`config.mk`:
```
export PLATFORM = sky130hd
export DESIGN_NAME = cfg_guard_bank
export DESIGN_NICKNAME = d
export VERILOG_FILES = /design/src/rtl/cfg_guard_pkg.sv /design/src/rtl/cfg_rst_sync.sv /design/src/rtl/cfg_mode_latch.sv /design/src/rtl/cfg_window_timer.sv /design/src/rtl/cfg_reg_slot.sv /design/src/rtl/cfg_guard_bank.sv
export SDC_FILE = /design/constraint.sdc
export NUM_CORES = 1
export LEC_CHECK = 0
export BUFFER_PORTS_ARGS = -buffer_cell sky130_fd_sc_hd__buf_2
export CORE_MARGIN = 3
export CORE_UTILIZATION = 55
export CTS_CLUSTER_DIAMETER = 50
export DETAILED_ROUTE_END_ITERATION = 10
export PLACE_DENSITY = 0.7
export SETUP_SLACK_MARGIN = 0.15
export SLEW_MARGIN = 20
export SYNTH_ARGS = -nofsm -noshare
export SYNTH_HDL_FRONTEND = slang
export SYNTH_SLANG_ARGS = --single-unit
```
`constraint.sdc`:
```
create_clock -name clk -period 5.6 [get_ports clk]
set_clock_uncertainty 0.05 [all_clocks]
set_input_delay 0.84 -clock clk [delete_from_list [all_inputs] [get_ports clk]]
set_output_delay 0.84 -clock clk [all_outputs]
set_load 0.01 [all_outputs]
```
`src/rtl/cfg_guard_pkg.sv`:
```
`timescale 1ns/1ps
package cfg_guard_pkg;
  localparam int DATA_W = 8;
  localparam int NREG   = 7;
  localparam int ADDR_W = 3;

  localparam int SLOT_TMASK = 0;
  localparam int SLOT_DISP  = 1;
  localparam int SLOT_BPROT = 2;
  localparam int SLOT_MEMAP = 3;
  localparam int SLOT_OPT2  = 4;
  localparam int SLOT_OPT   = 5;
  localparam int SLOT_RIMAP = 6;

  typedef enum logic [1:0] {
    MODE_SINGLE   = 2'b00,
    MODE_EXPANDED = 2'b01,
    MODE_BOOT     = 2'b10,
    MODE_TEST     = 2'b11
  } op_mode_e;

  // Per-bit write classes; the masks of one slot are disjoint.
  typedef struct packed {
    logic [DATA_W-1:0] free;       // any write
    logic [DATA_W-1:0] once;       // first write, all modes
    logic [DATA_W-1:0] once_nspec; // first write unless special
    logic [DATA_W-1:0] win;        // first write in window unless special
    logic [DATA_W-1:0] setonly;    // OR-in; overwrite under window rule
    logic [DATA_W-1:0] rst;        // reset value
  } slot_rule_t;

  function automatic slot_rule_t rule_of(int idx);
    slot_rule_t r;
    r = '0;
    case (idx)
      SLOT_TMASK: begin r.win = 8'h03; r.free = 8'hFC; r.rst = 8'h00; end
      SLOT_DISP:  begin r.once = 8'h01; r.free = 8'hFE; r.rst = 8'h00; end
      SLOT_BPROT: begin r.setonly = 8'hFF; r.rst = 8'h1F; end
      SLOT_MEMAP: begin r.once = 8'hFF; r.rst = 8'h01; end
      SLOT_OPT2:  begin r.once = 8'h03; r.once_nspec = 8'h10; r.free = 8'hEC; r.rst = 8'h00; end
      SLOT_OPT:   begin r.win = 8'h37; r.free = 8'hC8; r.rst = 8'h10; end
      SLOT_RIMAP: begin r.win = 8'hFF; r.rst = 8'h01; end
      default:    r = '0;
    endcase
    return r;
  endfunction
endpackage

```
`src/rtl/cfg_rst_sync.sv`:
```
`timescale 1ns/1ps
module cfg_rst_sync #(
  parameter int STAGES = 2
) (
  input  logic clk,
  input  logic rst_n,
  output logic rst_sync_n
);
  logic [STAGES-1:0] sync_q;
  logic [STAGES-1:0] sync_d;

  always_comb sync_d = {sync_q[STAGES-2:0], 1'b1};

  always_ff @(posedge clk or negedge rst_n) begin
    if (!rst_n) sync_q <= '0;
    else        sync_q <= sync_d;
  end

  assign rst_sync_n = sync_q[STAGES-1];
endmodule

```
`src/rtl/cfg_mode_latch.sv`:
```
`timescale 1ns/1ps
module cfg_mode_latch (
  input  logic clk,
  input  logic rst_sync_n,
  input  logic pin_a,
  input  logic pin_b,
  output logic special,
  output logic mode_a
);
  logic       cap_en;
  logic [1:0] mode_q;
  logic [1:0] mode_d;

  // Straps are sampled only while the internal reset is held.
  always_comb begin
    cap_en = ~rst_sync_n;
    mode_d = cap_en ? {~pin_b, pin_a} : mode_q;
  end

  always_ff @(posedge clk) begin
    mode_q <= mode_d;
  end

  assign special = mode_q[1];
  assign mode_a  = mode_q[0];
endmodule

```
`src/rtl/cfg_window_timer.sv`:
```
`timescale 1ns/1ps
module cfg_window_timer #(
  parameter int WINDOW = 64,
  parameter int CNT_W  = $clog2(WINDOW + 1)
) (
  input  logic             clk,
  input  logic             rst_sync_n,
  output logic             window_open,
  output logic [CNT_W-1:0] cnt
);
  logic [CNT_W-1:0] cnt_q;
  logic [CNT_W-1:0] cnt_d;
  logic             cnt_en;

  always_comb begin
    cnt_en = (cnt_q != CNT_W'(WINDOW));
    cnt_d  = cnt_en ? cnt_q + 1'b1 : cnt_q;
  end

  always_ff @(posedge clk or negedge rst_sync_n) begin
    if (!rst_sync_n) cnt_q <= '0;
    else             cnt_q <= cnt_d;
  end

  assign window_open = (cnt_q < CNT_W'(WINDOW));
  assign cnt         = cnt_q;
endmodule

```
`src/rtl/cfg_reg_slot.sv`:
```
`timescale 1ns/1ps
module cfg_reg_slot
  import cfg_guard_pkg::*;
#(
  parameter int IDX = 0
) (
  input  logic              clk,
  input  logic              rst_sync_n,
  input  logic              sel_we,
  input  logic [DATA_W-1:0] wdata,
  input  logic              special,
  input  logic              window_open,
  output logic [DATA_W-1:0] q,
  output logic              used
);
  localparam slot_rule_t RULE = rule_of(IDX);

  logic [DATA_W-1:0] q_r, q_d, ok_mask, plain_v, set_v;
  logic              used_q, used_d, first_ok, win_ok;

  always_comb begin
    first_ok = ~used_q;
    win_ok   = special | (window_open & ~used_q);
    ok_mask  = RULE.free
             | (RULE.once       & {DATA_W{first_ok}})
             | (RULE.once_nspec & {DATA_W{special | first_ok}})
             | (RULE.win        & {DATA_W{win_ok}});
    plain_v  = (q_r & ~ok_mask) | (wdata & ok_mask);
    set_v    = win_ok ? wdata : (q_r | wdata);
    q_d      = sel_we ? ((plain_v & ~RULE.setonly) | (set_v & RULE.setonly)) : q_r;
    used_d   = used_q | sel_we;
  end

  always_ff @(posedge clk or negedge rst_sync_n) begin
    if (!rst_sync_n) begin
      q_r    <= RULE.rst;
      used_q <= 1'b0;
    end else begin
      q_r    <= q_d;
      used_q <= used_d;
    end
  end

  assign q    = q_r;
  assign used = used_q;
endmodule

```
`src/rtl/cfg_guard_bank.sv`:
```
`timescale 1ns/1ps
module cfg_guard_bank
  import cfg_guard_pkg::*;
#(
  parameter int WINDOW      = 64,
  parameter int SYNC_STAGES = 2
) (
  input  logic              clk,
  input  logic              rst_n,
  input  logic              mode_a_pin,
  input  logic              mode_b_pin,
  input  logic              wr_en,
  input  logic [ADDR_W-1:0] addr,
  input  logic [DATA_W-1:0] wdata,
  output logic [DATA_W-1:0] rdata,
  output logic [1:0]        op_mode,
  output logic              window_open
);
  localparam int CNT_W = $clog2(WINDOW + 1);

  logic              rst_sync_n;
  logic              special, mode_a;
  logic [CNT_W-1:0]  win_cnt;
  logic [DATA_W-1:0] reg_q [NREG];
  logic [NREG-1:0]   used_q;

  cfg_rst_sync #(.STAGES(SYNC_STAGES)) u_rsync (
    .clk(clk), .rst_n(rst_n), .rst_sync_n(rst_sync_n)
  );

  cfg_mode_latch u_mode (
    .clk(clk), .rst_sync_n(rst_sync_n), .pin_a(mode_a_pin), .pin_b(mode_b_pin),
    .special(special), .mode_a(mode_a)
  );

  cfg_window_timer #(.WINDOW(WINDOW), .CNT_W(CNT_W)) u_win (
    .clk(clk), .rst_sync_n(rst_sync_n), .window_open(window_open), .cnt(win_cnt)
  );

  for (genvar i = 0; i < NREG; i++) begin : g_slot
    logic sel;
    assign sel = wr_en && (addr == ADDR_W'(i));
    cfg_reg_slot #(.IDX(i)) u_slot (
      .clk(clk), .rst_sync_n(rst_sync_n), .sel_we(sel), .wdata(wdata),
      .special(special), .window_open(window_open),
      .q(reg_q[i]), .used(used_q[i])
    );
  end

  always_comb begin
    rdata = '0;
    for (int i = 0; i < NREG; i++) begin
      if (addr == ADDR_W'(i)) rdata = reg_q[i];
    end
  end

  assign op_mode = {special, mode_a};
endmodule

```
After elaboration in Yosys (flattened, before gate mapping)
Index checks and enable logic that the tools add are counted.
{ "totals": {"regBits": 74, "in_bits": 16} }
{ "op_classes": {"bitwise": 50, "addsub": 1, "magnitude_cmp": 1, "n_eq_ne": 7, "n_reduce_logical": 8, "mux": 8} }
{ "op_table": {"columns": ["op", "n"], "rows": [
  ["8-bit bitwise AND", 12],
  ["8-bit two-way mux", 8],
  ["8-bit bitwise OR", 7],
  ["8-bit inverter", 6],
  ["1-bit bitwise OR", 12],
  ["3-bit equality test, second input constant", 3],
  ["1-bit inverter", 8],
  ["8-bit by 5-bit bitwise OR with 8-bit output", 1],
  ["7-bit by 1-bit adder with 7-bit output, second input constant", 1],
  ["1-bit logical AND", 7],
  ["7-bit < comparator, second input constant", 1],
  ["7-bit != test, second input constant", 1],
  ["3-bit by 2-bit equality test with 1-bit output, second input constant", 2],
  ["1-bit bitwise AND", 4],
  ["3-bit by 1-bit equality test with 1-bit output, second input constant", 1],
  ["3-bit zero test", 1]
]} }

Depth between registers and ports, before layout
Gate-level depths: netlist of run 1.
{ "logic_depth": {"ltp_word": 8, "ltp_mapped": 5, "depth_no_buf": 4} }

By module
From an unflattened synthesis of run 1, not the netlist that was laid out.
{ "unflattened": {"hier_cells": 284, "area_unflattened_um2": 3703.6} }
{ "by_module_without_submodules": {"columns": ["mod", "seq_area_each_um2", "cells_per_inst", "area_per_inst_um2", "instances"], "rows": [
  ["cfg_guard_bank", 0.0, 91, 655.6, 1],
  ["cfg_reg_slot at g_slot[2].u_slot", 231.5, 36, 427.9, 1],
  ["cfg_reg_slot at g_slot[3].u_slot", 226.5, 20, 377.9, 1],
  ["cfg_reg_slot at g_slot[5].u_slot", 226.5, 20, 371.6, 1],
  ["cfg_reg_slot at g_slot[4].u_slot", 225.2, 22, 362.8, 1],
  ["cfg_reg_slot at g_slot[6].u_slot", 226.5, 20, 352.8, 1],
  ["cfg_reg_slot at g_slot[1].u_slot", 225.2, 20, 350.3, 1],
  ["cfg_reg_slot at g_slot[0].u_slot", 225.2, 21, 347.8, 1],
  ["cfg_window_timer", 175.2, 27, 335.3, 1],
  ["cfg_mode_latch", 60.1, 4, 67.6, 1],
  ["cfg_rst_sync", 50.0, 3, 53.8, 1]
]} }

Least setup slack after synthesis of run 1
Ideal clock, no wire load.
{ "synth_path": {"path_kind": "input -> output", "startpoint": "input port addr[2]", "endpoint": "output port rdata[2]", "slack_ns": 2.867, "t_arrival_ns": 1.843, "required_ns": 4.710, "path_stages": 5, "cell_sequence": "buf_6 buf_2 clkbuf_1 a2bb2oi_1 a211oi_1"} }
{ "synth_between": {"elab_chain_len": 8} }
{ "synth_rtl": {"columns": ["item", "line", "text"], "rows": [
  ["start, declared", "cfg_guard_bank.sv:13", "input logic [ADDR_W-1:0] addr,"],
  ["3-bit zero test", "cfg_guard_bank.sv:53", "if (addr == ADDR_W'(i)) rdata = reg_q[i];"],
  ["8-bit two-way mux (6 in a row)", "cfg_guard_bank.sv:53", null],
  ["8-bit two-way mux *", "cfg_guard_bank.sv:53", null],
  ["end, declared", "cfg_guard_bank.sv:15", "output logic [DATA_W-1:0] rdata,"]
]} }
Every way passes the cells marked *; elsewhere a longest branch is shown, timed or not.

Final worst setup path of run 1
{ "layout_path": {"startpoint": "input port addr[2]", "endpoint": "output port rdata[1]"} }
Same word-level chain as after synthesis.

==> results of run 1 <==
==> power breakdown <==
part	internal (mW)	leakage (nW)	total [mW]	switching (mW)
Sequential	0.651	0.860	0.703	0.0520
Combinational	0.136	0.658	0.225	0.0889
Clock	0.205	0.0914	0.387	0.182
Total	0.993	1.61	1.32	0.323
==> worst min-delay path by stage <==
stage	start	slack, ps	endpoint	depth (start not counted)
floorplan	u_rsync.sync_q[0]$_DFF_PN0_	280	u_rsync.sync_q[1]$_DFF_PN0_	0
global placement	u_rsync.sync_q[0]$_DFF_PN0_	280	u_rsync.sync_q[1]$_DFF_PN0_	0
detailed placement	u_rsync.sync_q[0]$_DFF_PN0_	290	u_rsync.sync_q[1]$_DFF_PN0_	0
CTS	rst_n	200	u_rsync.sync_q[1]$_DFF_PN0_	1
global route	rst_n	200	u_rsync.sync_q[0]$_DFF_PN0_	1
finish	rst_n	220	u_rsync.sync_q[0]$_DFF_PN0_	1
==> cell type report <==
class	instances	area (um^2)
Inverter	6	22.5
Tap cell	75	93.8
Clock buffer	13	139
Fill cell	501	2220
Clock inverter	3	40.0
Sequential cell	74	1870
Multi-Input combinational cell	149	1430
Timing Repair Buffer	28	145
==> Yosys cell counts, drive strengths merged (2+ instances only) <==
cell type   n
a22o        8
mux2       52
xnor2       4
a211oi      3
buf        12
and3        2
xor2        2
mux4        5
o22ai       3
clkbuf      4
nand4b      2
a2111oi     3
dfstp       8
nor4b       2
mux2i       8
and2        2
o21ai       3
ha          2
or2         4
nand2b      3
dfrtp      64
nand3       3
inv         6
edfxtp      2
a21oi       5
nand3b      2
a2bb2oi     8
nor2       10
nor2b       6
and4bb      2
==> metrics by stage <==
stage                     power [mW]  std cells  instance area (um^2)
after floorplan                0.882        245                  3420
after global placement         0.931        332                  3560
after detailed placement       0.940        332                  3560
after CTS                       1.33        348                  3740
after global routing            1.39        348                  3740
final                           1.32        348                  3740
==> cells in the final DEF, fill, tap and decap left out, drive strengths merged, types with 2 or more instances in the layout <==
master / count
dfstp: 8
clkinv: 2
clkbuf: 13
a2111oi: 3
nor4b: 2
nand3b: 2
and4bb: 2
buf: 28
nand3: 3
and2: 2
and3: 2
xor2: 2
mux2: 52
or2: 4
dfrtp: 64
a22o: 8
a211oi: 3
edfxtp: 2
nand4b: 2
xnor2: 4
nand2b: 3
ha: 2
o22ai: 3
nor2b: 6
mux2i: 8
a2bb2oi: 8
nor2: 10
inv: 6
a21oi: 5
o21ai: 3
mux4: 5
==> layer usage <==
metal | share of wire [%] | vias up | global-route usage, %
met3 | 2.2 | 10 | 4.95
met1 | 48 | 1014 | 27.2
met5 | 0 | - | 0
li1 | - | 936 | -
met4 | 1.7 | 0 | 7.34
met2 | 48 | 31 | 30.9
==> logic make-up after synthesis <==
group	Yosys count	synth area share (%)
mux	65	22.8
flops	74	54.7
buf+inv	22	3.73
xor+xnor	6	1.54
fa+ha+maj	2	0.732
other cells	1	0.110
compound gates	36	8.60
simple gates	39	7.79
==> worst reg2reg max path, cell delays in order (launching register included) <==
cell	delay (ps)
edfxtp_1	550
o2111ai_2	620
mux2_2	410
==> flow_metrics.env, run 1 <==
export IMPL_yosysWarnings=0
export IMPL_cts_tree="built"
export IMPL_antenna_found_initial=0
export IMPL_cts_buffer_depth=2
export IMPL_drt_total_wl_um=6400
export IMPL_powerDensity_nw_per_um2=352
export IMPL_critPathRequiredTime_ps=4710
export IMPL_via_count=1991
export IMPL_setup_viol_count_final=0
export IMPL_grt_max_degree=72
export IMPL_path_clk_slew_ps=70
export IMPL_ys_top_cells_by_area="dfrtp_1, mux2_2, dfstp_2, mux4_2, mux2i_1"
export IMPL_crit_cells=5
export IMPL_r2r_slack_ps=3860
export IMPL_routabilityCongestion=0.760
export IMPL_clock_latency_ps=340
export IMPL_ys_flop_type="dfrtp_1"
export IMPL_criticalPathCategory="in2out"
export IMPL_die_height_um=84.9
export IMPL_hold_buffers=0
export IMPL_cts_max_level=3
export IMPL_hpwl_um=3970
export IMPL_firstDrtPassIters=4
export IMPL_drc=0
export IMPL_syn_avg_cell_area_um2=14.0
export IMPL_drt_initial_drc_count=141
export IMPL_grt_pass1_vias=2088
export IMPL_cp_endpoint="rdata[1]"
export IMPL_cp_end_kind="primary output"
export IMPL_post_drt_wl_per_cell_um=18.4
export IMPL_overflow=0
export IMPL_grt_setup_unrepaired="false"
export IMPL_grt_use_total_pct=19.9
export IMPL_crit_chain="buf_2, nor2b_1, a2bb2oi_1, a211oi_1, buf_2"
export IMPL_synth_area_leader_cell="dfrtp_1"
export IMPL_via_per_inst=5.72
export IMPL_core_um2=5960
export IMPL_cap_violations=0
export IMPL_synth_top_area_share_pct=46.8
export IMPL_cp_arrival_ps=2510
export IMPL_rows=28
export IMPL_synth_nets=263
export IMPL_status="finished, final reports clean"
export IMPL_cp_start_kind="primary input"
export IMPL_critPathLaunch="addr[2]"
export IMPL_holdCritPathClass="in2async"
export IMPL_timing_final_max_slew_violations=0
export IMPL_peakVddDrop_uv=220
export IMPL_reg2regPathDepth=2
export IMPL_die_x_um=84.9
export IMPL_drive_gt1_share_pct=43.2
export IMPL_cp_slowest_cell="nor2b_1"
export IMPL_path_common_cell="buf_2"
export IMPL_ctsResizeCount=0
export IMPL_ios=27
export IMPL_yosys_register_bits=74
export IMPL_syn_cell_area_um2=3420
export IMPL_crit_buf_inv=2
export IMPL_slowest_delay_ps=650
export IMPL_io_buffers=26
export IMPL_post_cts_setup_buffer_count=0
export IMPL_initial_core_util_pct=57.4
export IMPL_worst_slew_pin_slew_ps=897
export IMPL_ys_types=43
export IMPL_rr_startpoint="u_mode.mode_q[1]$_DFFE_PN_"
export IMPL_hold_viol=0
export IMPL_root_buffer="clkbuf_8"
export IMPL_min_period_ps=3400
export IMPL_die_area_um2=7200
export IMPL_post_route_period_util_pct=60.7
export IMPL_critPathTopFamily="simple AND/OR/NAND/NOR gates"
export IMPL_async_flop_share_pct=97.3
export IMPL_postLayoutCoreUtil_pct=62.8
export IMPL_tns_ps=0
export IMPL_cts_buffers=9
export IMPL_pre_cts_slack_ps=2170
export IMPL_syn_inst=245
export IMPL_slew_headroom_pct=39.3
export IMPL_crit_fanout=27
export IMPL_synth_enable_flop_cells=2
export IMPL_diodes=0
export IMPL_leakage_nw=1.61
export IMPL_cts_sinks=74
export IMPL_grt_pass1_wl_um=10700
export IMPL_worst_slack_ps=2200
export IMPL_nets=286
export IMPL_max_freq_ghz=0.294
export IMPL_area_growth_pct=9.37
export IMPL_synth_seq_area_share_pct=54.7
export IMPL_whs_ps=223
export IMPL_antenna_left=0
(Power assumes the default switching activity.)
==> run 2, diff against run 1 <==
- CORE_UTILIZATION: 55 -> 53
- PLACE_DENSITY: 0.7 -> 0.71
- clock period: 5.6 -> 2.8 ns (I/O delays scaled with it)
==> flow_metrics.env, run 2 (same netlist as run 1, synthesis figures left out) <==
export IMPL_p_comb_share_pct=17.3
export IMPL_diodes=0
export IMPL_p_int_mw=1.97
export IMPL_p_seq_share_pct=53.7
export IMPL_swShare_pct=25.0
export IMPL_worst_slack_ps=408
export IMPL_criticalPathCategory="in2out"
export IMPL_die_height_um=86.3
export IMPL_leakage_nw=1.64
export IMPL_antenna_left=0
export IMPL_layout_commonest_cell="dfrtp_1"
export IMPL_clock_latency_ps=340
export IMPL_fillers=502
export IMPL_routabilityCongestion=0.747
export IMPL_cp_arrival_ps=1920
export IMPL_ctsResizeCount=0
export IMPL_grt_pass1_vias=2257
export IMPL_io_buffers=26
export IMPL_crit_chain="buf_2, mux4_2, nor2_1, a21oi_1, buf_2"
export IMPL_die_area_um2=7450
export IMPL_cp_slowest_cell="buf_2"
export IMPL_met1_length_um=3240
export IMPL_slowest_delay_ps=590
export IMPL_core_um2=6100
export IMPL_hold_viol=0
export IMPL_crit_buf_inv=2
export IMPL_layout_common_cells="dfrtp_1, mux2_2, buf_2"
export IMPL_initial_core_util_pct=56.1
export IMPL_whs_ps=210
export IMPL_cp_end_kind="primary output"
export IMPL_crit_fanout=31
export IMPL_drt_total_wl_um=6610
export IMPL_critPathRequiredTime_ps=2330
export IMPL_min_delay_start="mode_a_pin"
export IMPL_max_freq_ghz=0.418
export IMPL_wl_met3_um=191
export IMPL_rr_startpoint="u_mode.mode_q[1]$_DFFE_PN_"
export IMPL_dr_max_layer_used="met4"
export IMPL_grt_pass1_wl_um=11400
export IMPL_reg2regPathDepth=2
export IMPL_post_route_period_util_pct=85.4
export IMPL_multi_input_area_um2=1430
export IMPL_power_frac_clock_pct=28.9
export IMPL_cts_max_level=3
export IMPL_ios=27
export IMPL_critPathTopFamily="buffers and inverters"
export IMPL_path_common_cell="buf_2"
export IMPL_cts_tree="built"
export IMPL_rows=28
export IMPL_worst_slew_pin_slew_ps=860
export IMPL_powerDensity_nw_per_um2=693
export IMPL_timing_final_max_slew_violations=0
export IMPL_r2r_slack_ps=1050
export IMPL_firstDrtPassIters=4
export IMPL_root_buffer="clkbuf_8"
export IMPL_regArea_um2=1870
export IMPL_area_growth_pct=10.9
export IMPL_hpwl_um=4350
export IMPL_antenna_found_initial=0
export IMPL_hold_path_depth=1
export IMPL_holdCritPathClass="in2reg"
export IMPL_path_clk_slew_ps=70
export IMPL_cts_buffer_depth=2
export IMPL_min_period_ps=2390
export IMPL_drt_initial_drc_count=63
export IMPL_holdPathEnd="u_mode.mode_q[0]$_DFFE_PN_"
export IMPL_die_x_um=86.3
export IMPL_switchingPower_uw=656
export IMPL_cap_violations=0
export IMPL_slew_headroom_pct=42.6
export IMPL_drc=0
export IMPL_overflow=0
export IMPL_grt_use_total_pct=20.0
export IMPL_pre_cts_slack_ps=402
export IMPL_via_per_inst=5.86
export IMPL_grt_setup_unrepaired="false"
export IMPL_cts_sinks=74
export IMPL_peakVddDrop_uv=339
export IMPL_grt_max_degree=71
export IMPL_drive_gt1_share_pct=44.8
export IMPL_cts_buffers=9
export IMPL_place_inst=337
export IMPL_finalNonFillerCells=354
export IMPL_wl_met2_um=3050
export IMPL_tns_ps=0
export IMPL_post_cts_setup_buffer_count=0
export IMPL_status="finished, final reports clean"
export IMPL_setup_viol_count_final=0
export IMPL_nets=292
export IMPL_cp_start_kind="primary input"
export IMPL_via_count=2075
export IMPL_post_drt_wl_per_cell_um=18.7
[run 2: stage by stage]
stage | utilization [%] | area [um^2] | power, mW
after global routing | 62.2 | 3790 | 2.78
after detailed placement | 59.0 | 3600 | 1.89
after CTS | 62.2 | 3790 | 2.66
final | 62.2 | 3790 | 2.63
after floorplan | - | 3420 | 1.76
after global placement | 59.0 | 3600 | 1.87
[run 2: power groups by stage]
stage / clock (mW) / sequential, mW / combinational (mW)
finish: 0.761 / 1.41 / 0.455
global route: 0.836 / 1.44 / 0.504
CTS: 0.779 / 1.41 / 0.464
detailed placement: 0 / 1.43 / 0.461
global placement: 0 / 1.42 / 0.448
floorplan: 0 / 1.41 / 0.358
[run 2: worst max path at each step]
| stage | to | cells after the start | slack, ps | startpoint |
|---|---|---|---|---|
| after floorplan | u_mode.mode_q[0]$_DFFE_PN_ | 1 | 410 | u_rsync.sync_q[1]$_DFF_PN0_ |
| after global placement | rdata[4] | 5 | 420 | addr[0] |
| after detailed placement | rdata[4] | 5 | 400 | addr[0] |
| after CTS | rdata[4] | 5 | 400 | addr[0] |
| after global routing | rdata[6] | 5 | 300 | addr[0] |
| final | rdata[4] | 5 | 410 | addr[0] |
[run 2: cell type report]
class | instances | area share, %
inverter | 6 | 0.594
clock buffer | 14 | 4.55
timing repair buffer | 34 | 5.08
sequential | 74 | 49.4
clock inverter | 2 | 0.264
tap | 75 | 2.48
multi-input combinational | 149 | 37.6
[run 2: repair_timing]
item | in CTS | in global routing
hold buffers | 1 | 0
setup endpoints to repair | 0 | 0
hold endpoints to repair | 2 | 0
[run 2: per-layer routing]
metal | track usage (%) | vias up
met1 | 27.6 | 1078
met2 | 31.4 | 33
met5 | 0 | -
li1 | - | 953
met3 | 3.71 | 11
met4 | 7.93 | 0
